$ cat src/rtl/est_pkg.sv
package est_pkg;

    typedef enum logic [3:0] {
        ST_IDLE, ST_ISQ, ST_VSD, ST_VSQ, ST_DROPD, ST_INTD, ST_DROPQ, ST_INTQ,
        ST_CROSS1, ST_CROSS2, ST_SCALE, ST_SQD, ST_SQQ, ST_ROOT, ST_DONE
    } est_state_e;

    // floor square root for elaboration-time constants, one bit per step
    function automatic longint const_isqrt(input longint v);
        longint r;
        r = 0;
        for (int i = 31; i >= 0; i--) begin
            if ((r + (longint'(1) << i)) * (r + (longint'(1) << i)) <= v)
                r = r + (longint'(1) << i);
        end
        return r;
    endfunction

endpackage

$ cat src/rtl/est_mul.sv
module est_mul #(
    parameter int W  = 16,
    parameter int F  = 12,
    parameter int WM = W + 2
) (
    input  logic signed [WM-1:0]   a,
    input  logic signed [WM-1:0]   b,
    output logic signed [2*WM-1:0] raw,
    output logic signed [W-1:0]    rnd
);
    localparam int PW = 2 * WM;
    localparam logic signed [PW-1:0] HALF = PW'(1) <<< (F - 1);
    localparam logic signed [PW-1:0] MAXP = (PW'(1) <<< (W - 1)) - PW'(1);
    localparam logic signed [PW-1:0] MINP = -MAXP - PW'(1);

    logic signed [PW-1:0] shifted;

    always_comb begin
        raw     = PW'(a) * PW'(b);
        shifted = (raw + HALF) >>> F;
        if (shifted > MAXP)      rnd = MAXP[W-1:0];
        else if (shifted < MINP) rnd = MINP[W-1:0];
        else                     rnd = shifted[W-1:0];
    end
endmodule

$ cat src/rtl/est_isqrt.sv
module est_isqrt #(
    parameter int RW = 18
) (
    input  logic            clk,
    input  logic            rst_n,
    input  logic            go,
    input  logic [2*RW-1:0] rad,
    output logic [RW-1:0]   root,
    output logic            fin
);
    localparam int CW = $clog2(RW);

    logic [2*RW-1:0] rad_r;
    logic [RW:0]     rem;
    logic [RW+2:0]   rem_n, trial;
    logic [CW-1:0]   cnt;
    logic            run;

    always_comb begin
        rem_n = {rem, rad_r[2*RW-1 -: 2]};
        trial = {1'b0, root, 2'b01};
    end

    always_ff @(posedge clk) begin
        if (!rst_n) begin
            rad_r <= '0;
            rem   <= '0;
            root  <= '0;
            cnt   <= '0;
            run   <= 1'b0;
            fin   <= 1'b0;
        end else if (go) begin
            rad_r <= rad;
            rem   <= '0;
            root  <= '0;
            cnt   <= CW'(RW - 1);
            run   <= 1'b1;
            fin   <= 1'b0;
        end else if (run) begin
            rad_r <= rad_r << 2;
            if (rem_n >= trial) begin
                rem  <= (RW+1)'(rem_n - trial);
                root <= {root[RW-2:0], 1'b1};
            end else begin
                rem  <= rem_n[RW:0];
                root <= {root[RW-2:0], 1'b0};
            end
            cnt <= cnt - CW'(1);
            if (cnt == '0) begin
                run <= 1'b0;
                fin <= 1'b1;
            end
        end else begin
            fin <= 1'b0;
        end
    end
endmodule

$ cat src/rtl/est_top.sv
module est_top
    import est_pkg::*;
#(
    parameter int W   = 16,
    parameter int F   = 12,
    parameter int PPW = 3
) (
    input  logic                clk,
    input  logic                rst_n,
    input  logic                start,
    input  logic signed [W-1:0] ia,
    input  logic signed [W-1:0] ib,
    input  logic signed [W-1:0] vdc,
    input  logic [2:0]          gates,
    input  logic signed [W-1:0] rs,
    input  logic signed [W-1:0] ts,
    input  logic [PPW-1:0]      pole_pairs,
    output logic                busy,
    output logic                out_valid,
    output logic signed [W-1:0] flux_d,
    output logic signed [W-1:0] flux_q,
    output logic signed [W-1:0] flux_mag,
    output logic signed [W-1:0] torque
);
    localparam int WM        = W + 2;
    localparam int PW        = 2 * WM;
    localparam int RW        = WM;
    localparam int THIRD     = ((1 << F) + 1) / 3;
    localparam int INV_SQRT3 = int'((const_isqrt((longint'(1) << (2 * F + 2)) / 3) + 1) / 2);
    localparam logic [RW-1:0] MAG_MAX = RW'((1 << (W - 1)) - 1);

    function automatic logic signed [W-1:0] sat1(input logic signed [W:0] x);
        if (x[W] != x[W-1]) return x[W] ? {1'b1, {(W-1){1'b0}}} : {1'b0, {(W-1){1'b1}}};
        return x[W-1:0];
    endfunction

    est_state_e state, state_n;

    logic signed [W-1:0]  ia_r, ib_r, vdc_r, rs_r, ts_r;
    logic [2:0]           g_r;
    logic [PPW-1:0]       pp_r;
    logic signed [W-1:0]  isq, vsd, vsq, drop, phid, phiq, p1, diff, te_w;
    logic [PW-1:0]        acc;
    logic signed [WM-1:0] mul_a, mul_b;
    logic signed [PW-1:0] raw;
    logic signed [W-1:0]  rnd, err;
    logic signed [3:0]    kd, kq;
    logic [RW-1:0]        root;
    logic                 sq_go, sq_fin;

    est_mul #(.W(W), .F(F), .WM(WM)) u_mul (
        .a(mul_a), .b(mul_b), .raw(raw), .rnd(rnd)
    );

    assign sq_go = (state == ST_SQQ);

    est_isqrt #(.RW(RW)) u_sqrt (
        .clk(clk), .rst_n(rst_n), .go(sq_go),
        .rad(acc + PW'(raw)), .root(root), .fin(sq_fin)
    );

    // state register
    always_ff @(posedge clk) begin
        if (!rst_n) state <= ST_IDLE;
        else        state <= state_n;
    end

    // transitions
    always_comb begin
        state_n = state;
        unique case (state)
            ST_IDLE:   if (start) state_n = ST_ISQ;
            ST_ISQ:    state_n = ST_VSD;
            ST_VSD:    state_n = ST_VSQ;
            ST_VSQ:    state_n = ST_DROPD;
            ST_DROPD:  state_n = ST_INTD;
            ST_INTD:   state_n = ST_DROPQ;
            ST_DROPQ:  state_n = ST_INTQ;
            ST_INTQ:   state_n = ST_CROSS1;
            ST_CROSS1: state_n = ST_CROSS2;
            ST_CROSS2: state_n = ST_SCALE;
            ST_SCALE:  state_n = ST_SQD;
            ST_SQD:    state_n = ST_SQQ;
            ST_SQQ:    state_n = ST_ROOT;
            ST_ROOT:   if (sq_fin) state_n = ST_DONE;
            ST_DONE:   state_n = ST_IDLE;
            default:   state_n = ST_IDLE;
        endcase
    end

    // shared multiplier operand selection
    always_comb begin
        kd    = $signed({2'b00, g_r[0], 1'b0}) - $signed({3'b000, g_r[1]}) - $signed({3'b000, g_r[2]});
        kq    = $signed({3'b000, g_r[1]}) - $signed({3'b000, g_r[2]});
        err   = sat1((W+1)'((state == ST_INTD) ? vsd : vsq) - (W+1)'(drop));
        mul_a = '0;
        mul_b = '0;
        unique case (state)
            ST_ISQ:    begin mul_a = WM'(ia_r) + (WM'(ib_r) <<< 1); mul_b = WM'(INV_SQRT3); end
            ST_VSD:    begin mul_a = WM'(vdc_r) * WM'(kd);        mul_b = WM'(THIRD);     end
            ST_VSQ:    begin mul_a = WM'(vdc_r) * WM'(kq);        mul_b = WM'(INV_SQRT3); end
            ST_DROPD:  begin mul_a = WM'(rs_r);  mul_b = WM'(ia_r); end
            ST_INTD:   begin mul_a = WM'(ts_r);  mul_b = WM'(err);  end
            ST_DROPQ:  begin mul_a = WM'(rs_r);  mul_b = WM'(isq);  end
            ST_INTQ:   begin mul_a = WM'(ts_r);  mul_b = WM'(err);  end
            ST_CROSS1: begin mul_a = WM'(phid);  mul_b = WM'(isq);  end
            ST_CROSS2: begin mul_a = WM'(phiq);  mul_b = WM'(ia_r); end
            ST_SCALE:  begin mul_a = WM'(diff);  mul_b = WM'((3 * int'(pp_r)) << (F - 1)); end
            ST_SQD:    begin mul_a = WM'(phid);  mul_b = WM'(phid); end
            ST_SQQ:    begin mul_a = WM'(phiq);  mul_b = WM'(phiq); end
            default:   begin mul_a = '0; mul_b = '0; end
        endcase
    end

    // datapath and result registers
    always_ff @(posedge clk) begin
        if (!rst_n) begin
            {ia_r, ib_r, vdc_r, rs_r, ts_r} <= '0;
            g_r  <= '0;
            pp_r <= '0;
            {isq, vsd, vsq, drop, phid, phiq, p1, diff, te_w} <= '0;
            acc  <= '0;
            {flux_d, flux_q, flux_mag, torque} <= '0;
        end else begin
            unique case (state)
                ST_IDLE: if (start) begin
                    ia_r <= ia;  ib_r <= ib;  vdc_r <= vdc;
                    rs_r <= rs;  ts_r <= ts;  g_r <= gates;
                    pp_r <= pole_pairs;
                end
                ST_ISQ:    isq  <= rnd;
                ST_VSD:    vsd  <= rnd;
                ST_VSQ:    vsq  <= rnd;
                ST_DROPD:  drop <= rnd;
                ST_INTD:   phid <= sat1((W+1)'(phid) + (W+1)'(rnd));
                ST_DROPQ:  drop <= rnd;
                ST_INTQ:   phiq <= sat1((W+1)'(phiq) + (W+1)'(rnd));
                ST_CROSS1: p1   <= rnd;
                ST_CROSS2: diff <= sat1((W+1)'(p1) - (W+1)'(rnd));
                ST_SCALE:  te_w <= rnd;
                ST_SQD:    acc  <= PW'(raw);
                ST_ROOT: if (sq_fin) begin
                    flux_d   <= phid;
                    flux_q   <= phiq;
                    flux_mag <= (root > MAG_MAX) ? MAG_MAX[W-1:0] : root[W-1:0];
                    torque   <= te_w;
                end
                default: ;
            endcase
        end
    end

    // status outputs
    always_comb begin
        busy      = (state != ST_IDLE);
        out_valid = (state == ST_DONE);
    end
endmodule

$ cat config.mk
export PLATFORM = sky130hd
export DESIGN_NAME = est_top
export DESIGN_NICKNAME = d
export VERILOG_FILES = /design/src/rtl/est_pkg.sv /design/src/rtl/est_mul.sv /design/src/rtl/est_isqrt.sv /design/src/rtl/est_top.sv
export SDC_FILE = /design/constraint.sdc
export NUM_CORES = 2
export LEC_CHECK = 0
export ABC_AREA = 0
export BUFFER_PORTS_ARGS = -buffer_cell sky130_fd_sc_hd__buf_2
export CORE_MARGIN = 8
export CORE_UTILIZATION = 59
export CTS_BUF_LIST = sky130_fd_sc_hd__clkbuf_4
export DETAILED_ROUTE_END_ITERATION = 8
export PLACE_DENSITY = 0.79
export SYNTH_ARGS = -nofsm -noshare
export SYNTH_HDL_FRONTEND = slang
export SYNTH_SLANG_ARGS = --single-unit
$ cat constraint.sdc
create_clock -name clk -period 47.6 [get_ports clk]
set_clock_uncertainty 0.2 [all_clocks]
set_input_delay 9.52 -clock clk [delete_from_list [all_inputs] [get_ports clk]]
set_output_delay 9.52 -clock clk [all_outputs]
set_load 0.02 [all_outputs]
== Word level (Yosys, flattened, before mapping) ==
Index checks and enable logic that the tools add are counted.

* Bits in registers: 414
* Input bits: 89
* Output and inout port bits: 66
* Word-level logic and storage cells: 127

* Add/sub/neg operators: 12
* $mul: 4
* Order comparisons: 4
* Equal/unequal tests: 20
* Muxes and demuxes: 40
* Bitwise operators: 2
* Reduce and logical (&&, ||, !) cells: 16

{| class="wikitable"
|+ Operators by type and width
! kind !! number
|-
| 18-bit one-hot mux with 8 select lines || 2
|-
| 16-bit two-way mux || 15
|-
| 36-bit two-way mux || 2
|-
| 4-bit one-hot mux with 14 select lines || 1
|-
| 36-bit by 13-bit adder with 36-bit output, second input constant || 1
|-
| 36-bit adder || 1
|-
| 18-bit by 18-bit multiplier with 36-bit output || 1
|-
| 16-bit by 16-bit adder with 17-bit output || 2
|-
| 4-bit == test, second input constant || 7
|-
| 24-bit by 16-bit greater-than comparator with 1-bit output, second input constant || 1
|-
| 24-bit by 16-bit less-than comparator with 1-bit output, second input constant || 1
|-
| 21-bit by 20-bit greater-or-equal comparator with 1-bit output || 1
|-
| 19-bit two-way mux || 1
|-
| 19-bit subtractor || 1
|-
| 16-bit by 17-bit adder with 18-bit output || 1
|-
| 18-bit by 15-bit greater-than comparator with 1-bit output, second input constant || 1
|-
| 16-bit by 2-bit multiplier with 18-bit output || 1
|-
| 16-bit by 4-bit multiplier with 18-bit output || 1
|-
| 17-bit two-way mux || 1
|-
| 16-bit by 16-bit subtractor with 17-bit output || 1
|-
| 17-bit by 16-bit subtractor with 17-bit output || 1
|-
| 4-bit by 3-bit == test with 1-bit output, second input constant || 4
|-
| 2-bit OR reduction || 8
|-
| 1-bit two-way mux || 14
|-
| 19 further kinds || 28
|}

== Logic depth before layout (Yosys ltp) ==
* Depth after elaboration: 18
* Depth in mapped cells: 75
* Mapped depth without buffers: 68

== Hierarchy ==
Synthesis repeated with hierarchy kept, for this count alone.

* Cells, all modules: 4830
* Area total of the unflattened synthesis: 39140.0 um2

{| class="wikitable"
|+ Modules (own cells, without submodules)
! module !! instances !! cells each !! area each (um2) !! seq. area each (um2)
|-
| est_top || 1 || 2796 || 21401.8 || 6686.4
|-
| est_mul || 1 || 1526 || 13341.5 || 0.0
|-
| est_isqrt || 1 || 508 || 4396.7 || 1601.5
|}

== Worst setup path after synthesis ==
OpenSTA, ideal clock, no wires.

* Kind: register to register
* Start point: register g_r[1]
* End point: register phid[10]
* Library setup time: 132 ps
* Arrival time: 16753 ps
* Required time: 47268 ps
* Slack: 30515 ps
* Cell stages (with the launch flop): 69
* Buffers on the path: 6
* Clock period less this slack: 17085 ps
* Cell sequence: dfxtp_1 > inv_1 > ha_1 > inv_1 > buf_1 > fa_1 > clkbuf_1 > nand2_1 > fa_1 > fa_1 > inv_1 > fa_1 > ha_1 > inv_1 > fa_1 > nor2b_1 > o21ai_0 > a21boi_0 > [... 33 more ...] > a21oi_2 > buf_4 > a21oi_4 > inv_2 > ha_1 > a21o_1 > a21oi_1 > o21bai_1 > a21oi_1 > o21bai_1 > a21oi_1 > o21ai_0 > o41ai_1 > o21ai_0 > a311oi_1 > clkbuf_1 > maj3_1 > a21oi_1

* Cells in the longest elaborated chain, start to end: 15
* Elaborated cells on any way between the ends: 20
* Classes of those cells: add/sub: 5; mul: 3; order compare: 2; eq/ne: 1; mux: 9

{| class="wikitable"
|+ Ends and longest elaborated chain
! element !! line !! text
|-
| from (decl) || est_top.sv:40 || <nowiki>logic [2:0] g_r;</nowiki>
|-
| from (signal assigned) || est_top.sv:128 || <nowiki>rs_r <= rs; ts_r <= ts; g_r <= gates;</nowiki>
|-
| 2-bit by 1-bit subtractor with 3-bit output || est_top.sv:93 || <nowiki>kd = $signed({2'b00, g_r[0], 1'b0}) - $signed({3'b000, g_r[1]}) - $signed({3'b000, g_r[2]});</nowiki>
|-
| 3-bit by 2-bit subtractor with 4-bit output || est_top.sv:93 ||
|-
| 16-bit by 4-bit multiplier with 18-bit output || est_top.sv:100 || <nowiki>ST_VSD: begin mul_a = WM'(vdc_r) * WM'(kd); mul_b = WM'(THIRD); end</nowiki>
|-
| 18-bit one-hot mux with 8 select lines (*) || est_top.sv:98 || <nowiki>unique case (state)</nowiki>
|-
| 18-bit by 18-bit multiplier with 36-bit output (*) || est_mul.sv:19 || <nowiki>raw = PW'(a) * PW'(b);</nowiki>
|-
| 36-bit by 13-bit adder with 36-bit output (*) || est_mul.sv:20 || <nowiki>shifted = (raw + HALF) >>> F;</nowiki>
|-
| 24-bit by 16-bit less-than comparator with 1-bit output || est_mul.sv:22 || <nowiki>else if (shifted < MINP) rnd = MINP[W-1:0];</nowiki>
|-
| 16-bit two-way mux || est_mul.sv:22 ||
|-
| 16-bit two-way mux (*) || est_mul.sv:21 || <nowiki>if (shifted > MAXP) rnd = MAXP[W-1:0];</nowiki>
|-
| via rnd[15] || est_top.sv:46 || <nowiki>logic signed [W-1:0] rnd, err;</nowiki>
|-
| 16-bit by 16-bit adder with 17-bit output (*) || est_top.sv:135 || <nowiki>ST_INTD: phid <= sat1((W+1)'(phid) + (W+1)'(rnd));</nowiki>
|-
| 1-bit inequality test || est_top.sv:33 || <nowiki>if (x[W] != x[W-1]) return x[W] ? {1'b1, {(W-1){1'b0}}} : {1'b0, {(W-1){1'b1}}};</nowiki>
|-
| 1-bit two-way mux || est_top.sv:33 ||
|-
| 1-bit two-way mux || est_top.sv:125 || <nowiki>unique case (state)</nowiki>
|-
| 1-bit two-way mux || est_top.sv:117 || <nowiki>if (!rst_n) begin</nowiki>
|-
| 16-bit two-way mux (*) || est_top.sv:34 || <nowiki>return x[W-1:0];</nowiki>
|-
| to (signal assigned) || est_top.sv:135 ||
|-
| to (decl) || est_top.sv:42 || <nowiki>logic signed [W-1:0] isq, vsd, vsq, drop, phid, phiq, p1, diff, te_w;</nowiki>
|}

Mark *: on every way through the listed nets, which the timed path passes. The rest lies on a longest branch. The select of a mux whose other input is x is not followed.
A chain may end at the register's enable or synchronous reset.

== Worst setup path after layout ==
* Start point: register state[2]
* End point: register diff[12]

* Cells in the longest elaborated chain, start to end: 18
* Elaborated cells on any way between the ends: 42
* Classes of those cells: add/sub: 3; mul: 1; order compare: 2; eq/ne: 14; mux: 15; reduce/logical: 7

{| class="wikitable"
|+ Ends and longest elaborated chain
! element !! line !! text
|-
| from (decl) || est_top.sv:37 || <nowiki>est_state_e state, state_n;</nowiki>
|-
| from (signal assigned) || est_top.sv:65 || <nowiki>else state <= state_n;</nowiki>
|-
| 4-bit by 3-bit == test with 1-bit output || est_top.sv:95, est_top.sv:98 ||
|-
| 17-bit two-way mux || est_top.sv:95 || <nowiki>err = sat1((W+1)'((state == ST_INTD) ? vsd : vsq) - (W+1)'(drop));</nowiki>
|-
| 17-bit by 16-bit subtractor with 17-bit output || est_top.sv:95 ||
|-
| 16-bit two-way mux or 1-bit inequality test (tied branches) || est_top.sv:33 ||
|-
| 16-bit two-way mux or 1-bit two-way mux (tied branches) || est_top.sv:33 ||
|-
| 16-bit two-way mux || est_top.sv:34 ||
|-
| 18-bit one-hot mux with 8 select lines || est_top.sv:98 ||
|-
| 18-bit by 18-bit multiplier with 36-bit output (*) || est_mul.sv:19 ||
|-
| via raw[17] || est_top.sv:45 || <nowiki>logic signed [PW-1:0] raw;</nowiki>
|-
| [... 3 more ...] || -- ||
|-
| 16-bit two-way mux (*) || est_mul.sv:21 ||
|-
| via rnd[0] || est_top.sv:46 ||
|-
| 16-bit by 16-bit subtractor with 17-bit output (*) || est_top.sv:139 || <nowiki>ST_CROSS2: diff <= sat1((W+1)'(p1) - (W+1)'(rnd));</nowiki>
|-
| 1-bit inequality test || est_top.sv:33 ||
|-
| 1-bit two-way mux || est_top.sv:33 ||
|-
| 1-bit two-way mux || est_top.sv:125 ||
|-
| 1-bit two-way mux || est_top.sv:117 ||
|-
| 16-bit two-way mux (*) || est_top.sv:34 ||
|-
| to (signal assigned) || est_top.sv:139 ||
|-
| to (decl) || est_top.sv:42 ||
|}

Marks and branches as above.

==> results.json <==
{
  "worst_path_most_repeated_cell": "o21ai_0",
  "slew_viol_final": 0,
  "r2r_slack_ps": 27650,
  "post_drt_wl_per_cell_um": 18.8,
  "gr-total-overflow": 0,
  "setup_violations": 0,
  "status": "finished clean",
  "die-area_um2": 73600,
  "cts_buffers": 106,
  "netlist.area_leader.share_pct": 21.5,
  "drive_gt1_share_pct": 9.85,
  "min_path_type": "reg -> reg",
  "design.core.area_um2": 64500,
  "yosysWarnings": 0,
  "synth_nets": 5462,
  "wl_mm": 108,
  "cp.required_ps": 48130,
  "root_buffer": "clkbuf_4",
  "worst_ir_drop_vdd_v": 0.0000516,
  "synthCells": 4706,
  "cts_buffer_depth": 3,
  "synth-seq-cells": 414,
  "cap_violations": 0,
  "initial_utilization_pct": 59.7,
  "arrival_ps": 20470,
  "worst_r2r_startpoint": "state[2]",
  "p_per_area_nw_per_um2": 35.9,
  "cts_resized": 0,
  "cts_tree": "built",
  "avgSynthCellArea_um2": 8.17,
  "viasPerCell": 5.87,
  "clock-sinks": 414,
  "cp-start-kind": "flop",
  "dr.pass1.iters": 6,
  "num_rows": 93,
  "nets": 5544,
  "grt_pass1_wl_mm": 174,
  "cts_setup_buffers": 0,
  "drc": 0,
  "syn2layout_area_growth_pct": 7.09,
  "relSlewSlack_pct": 13.2,
  "ctsHoldBuffers": 0,
  "whs_path_depth": 2,
  "timing.setup.tns_ps": 0,
  "ant_nets": 0,
  "p_total_uw": 1480,
  "fillCellCount": 5607,
  "synthArstFlopShare_pct": 0,
  "io_pins": 155,
  "antenna_found_initial": 3,
  "final_util_pct": 63.9,
  "synth-edff-count": 0,
  "syn_area_um2": 38500,
  "groute.usage.overall_pct": 28.8,
  "fmax_mhz": 50.1,
  "reg2regPathDepth": 62,
  "grt_start_max_net_pins": 100,
  "dieWidth_um": 271,
  "grt_pass1_vias": 33200,
  "synth_cell_types": 86,
  "hpwl_mm": 81.9,
  "synth_top_cell_by_area": "dfxtp_1",
  "seq_area_frac_synth_pct": 21.5,
  "tightest_slew_ps": 1300,
  "critPathSlowestCell": "a221oi_1",
  "clkTransAtPathRegs_ps": 60,
  "place_congestion": 0.951,
  "clk_latency_ps": 910,
  "path_class": "reg -> reg",
  "finalCritPeriodShare_pct": 41.9,
  "port_buffers": 154,
  "drt_iter0_drc": 2884,
  "hold_path_end": "torque[10]",
  "max_stage_delay_ps": 1150,
  "critPathTopFamily": "compound AO/OA/AOI/OAI gates",
  "holdCritStartpoint": "torque[10]",
  "crit_buf_inv": 7,
  "fin_crit_ps": 19950,
  "ys.flop_type": "dfxtp_1",
  "via_count": 33600,
  "leakage_uw": 0.0190,
  "rsz0062_at_grt": "no",
  "cp-end-kind": "flop",
  "htree_levels": 3,
  "hold_viol": 0,
  "r2r_end": "diff[12]",
  "crit_fanout": 21,
  "yosys-top-cells-area": "dfxtp_1 22%, fa_1 19%, ha_1 9.7%, nand2_1 6.8%, inv_1 5.6%",
  "dieHeight_um": 271
}
[cells in the final DEF (no fill, tap or decap), types with 56 or more instances in the layout]
cell type  Yosys  routed
nand2_1      699     699
inv_1        570     569
a21oi_1      417     417
dfxtp_1      414     413
fa_1         370     370
ha_1         297     297
nor2_1       295     291
o21ai_0      269     268
buf_2          5     154
clkbuf_4       0     153
xnor2_1      121     121
and2_1        97      97
mux2i_1       63      63
nor2b_1       59      59
nor3_1        61      56
[report_power, final]
part           internal (µW)  switching (µW)
registers                360            12.5
logic                    283             525
clock network            146             151
[cells in the mapped netlist, drive strengths merged (53+ instances only)]
cell type and count:
xnor2 122, nand3 55, mux2i 63, nand2 699, ha 297, inv 571, nor2b 59, dfxtp 414
a21o 53, o21ai 279, fa 370, a211oi 54, a21oi 436, nor2 295, nor3 61, clkbuf 211
and2 97
[stage by stage]
step	instance area [µm²]	cells	setup WS (ps)	hold WS (ps)
after floorplan	38500	4706	30510	229
after global placement	39900	5532	28520	239
after detailed placement	39900	5532	27970	243
after CTS	41200	5715	27870	248
after global routing	41200	5720	26030	268
final	41200	5721	27650	248
[registers in the layout (all words and copies together) (netlist names), 18 cells and up]
name          flops
u_sqrt.root      18
u_sqrt.rem       19
u_sqrt.rad_r     36
acc              36
[tightest hold or removal path: stages, from the launching register on]
cell and delay, ps:
dfxtp_1 300, nand2_1 50, a21oi_1 50
[routing by layer]
layer  routed length, µm  vias to the layer above  global-route usage, %  share of wire, %
met5                   0                        -                      0                 0
li1                    -                    15900                      -                 -
met1               43700                    16000                   36.9                41
met4                5280                        0                   13.3               4.9
met2               49600                     1352                   46.6                46
met3                9060                      306                   5.70               8.4
[logic make-up (layout without fill, tap and decap cells)]
kind of cell | count (synthesis) | after routing | synth area share (%)
fa+ha+maj | 700 | 700 | 29.8
other cells | 0 | 3 | 0
simple gates | 1416 | 1416 | 16.5
buf+inv | 804 | 961 | 7.92
mux | 88 | 88 | 2.37
xor+xnor | 172 | 172 | 3.94
flops | 414 | 414 | 21.5
compound gates | 1112 | 1112 | 18.0
[area by class of cell]
class	instances	area (µm²)	share of cell area [%]
flip-flops and latches	414	8290	20.1
diodes	3	7.51	0.0182
clock inverters	31	150	0.365
clock buffers	152	1140	2.77
multi-input cells	3488	27200	66.1
repair buffers	206	1160	2.81
well taps	855	1070	2.60
inverters	572	2150	5.23
[worst max-delay path by stage]
stage	start	endpoint	slack (ps)	cells past startpoint
finish	state[2]	diff[12]	27650	62
global route	state[2]	diff[12]	26030	62
CTS	state[2]	diff[12]	27870	62
detailed placement	state[2]	diff[12]	27970	62
global placement	state[2]	phid[3]	28520	57
floorplan	g_r[1]	phid[10]	30510	68
(Power assumes the default switching activity.)
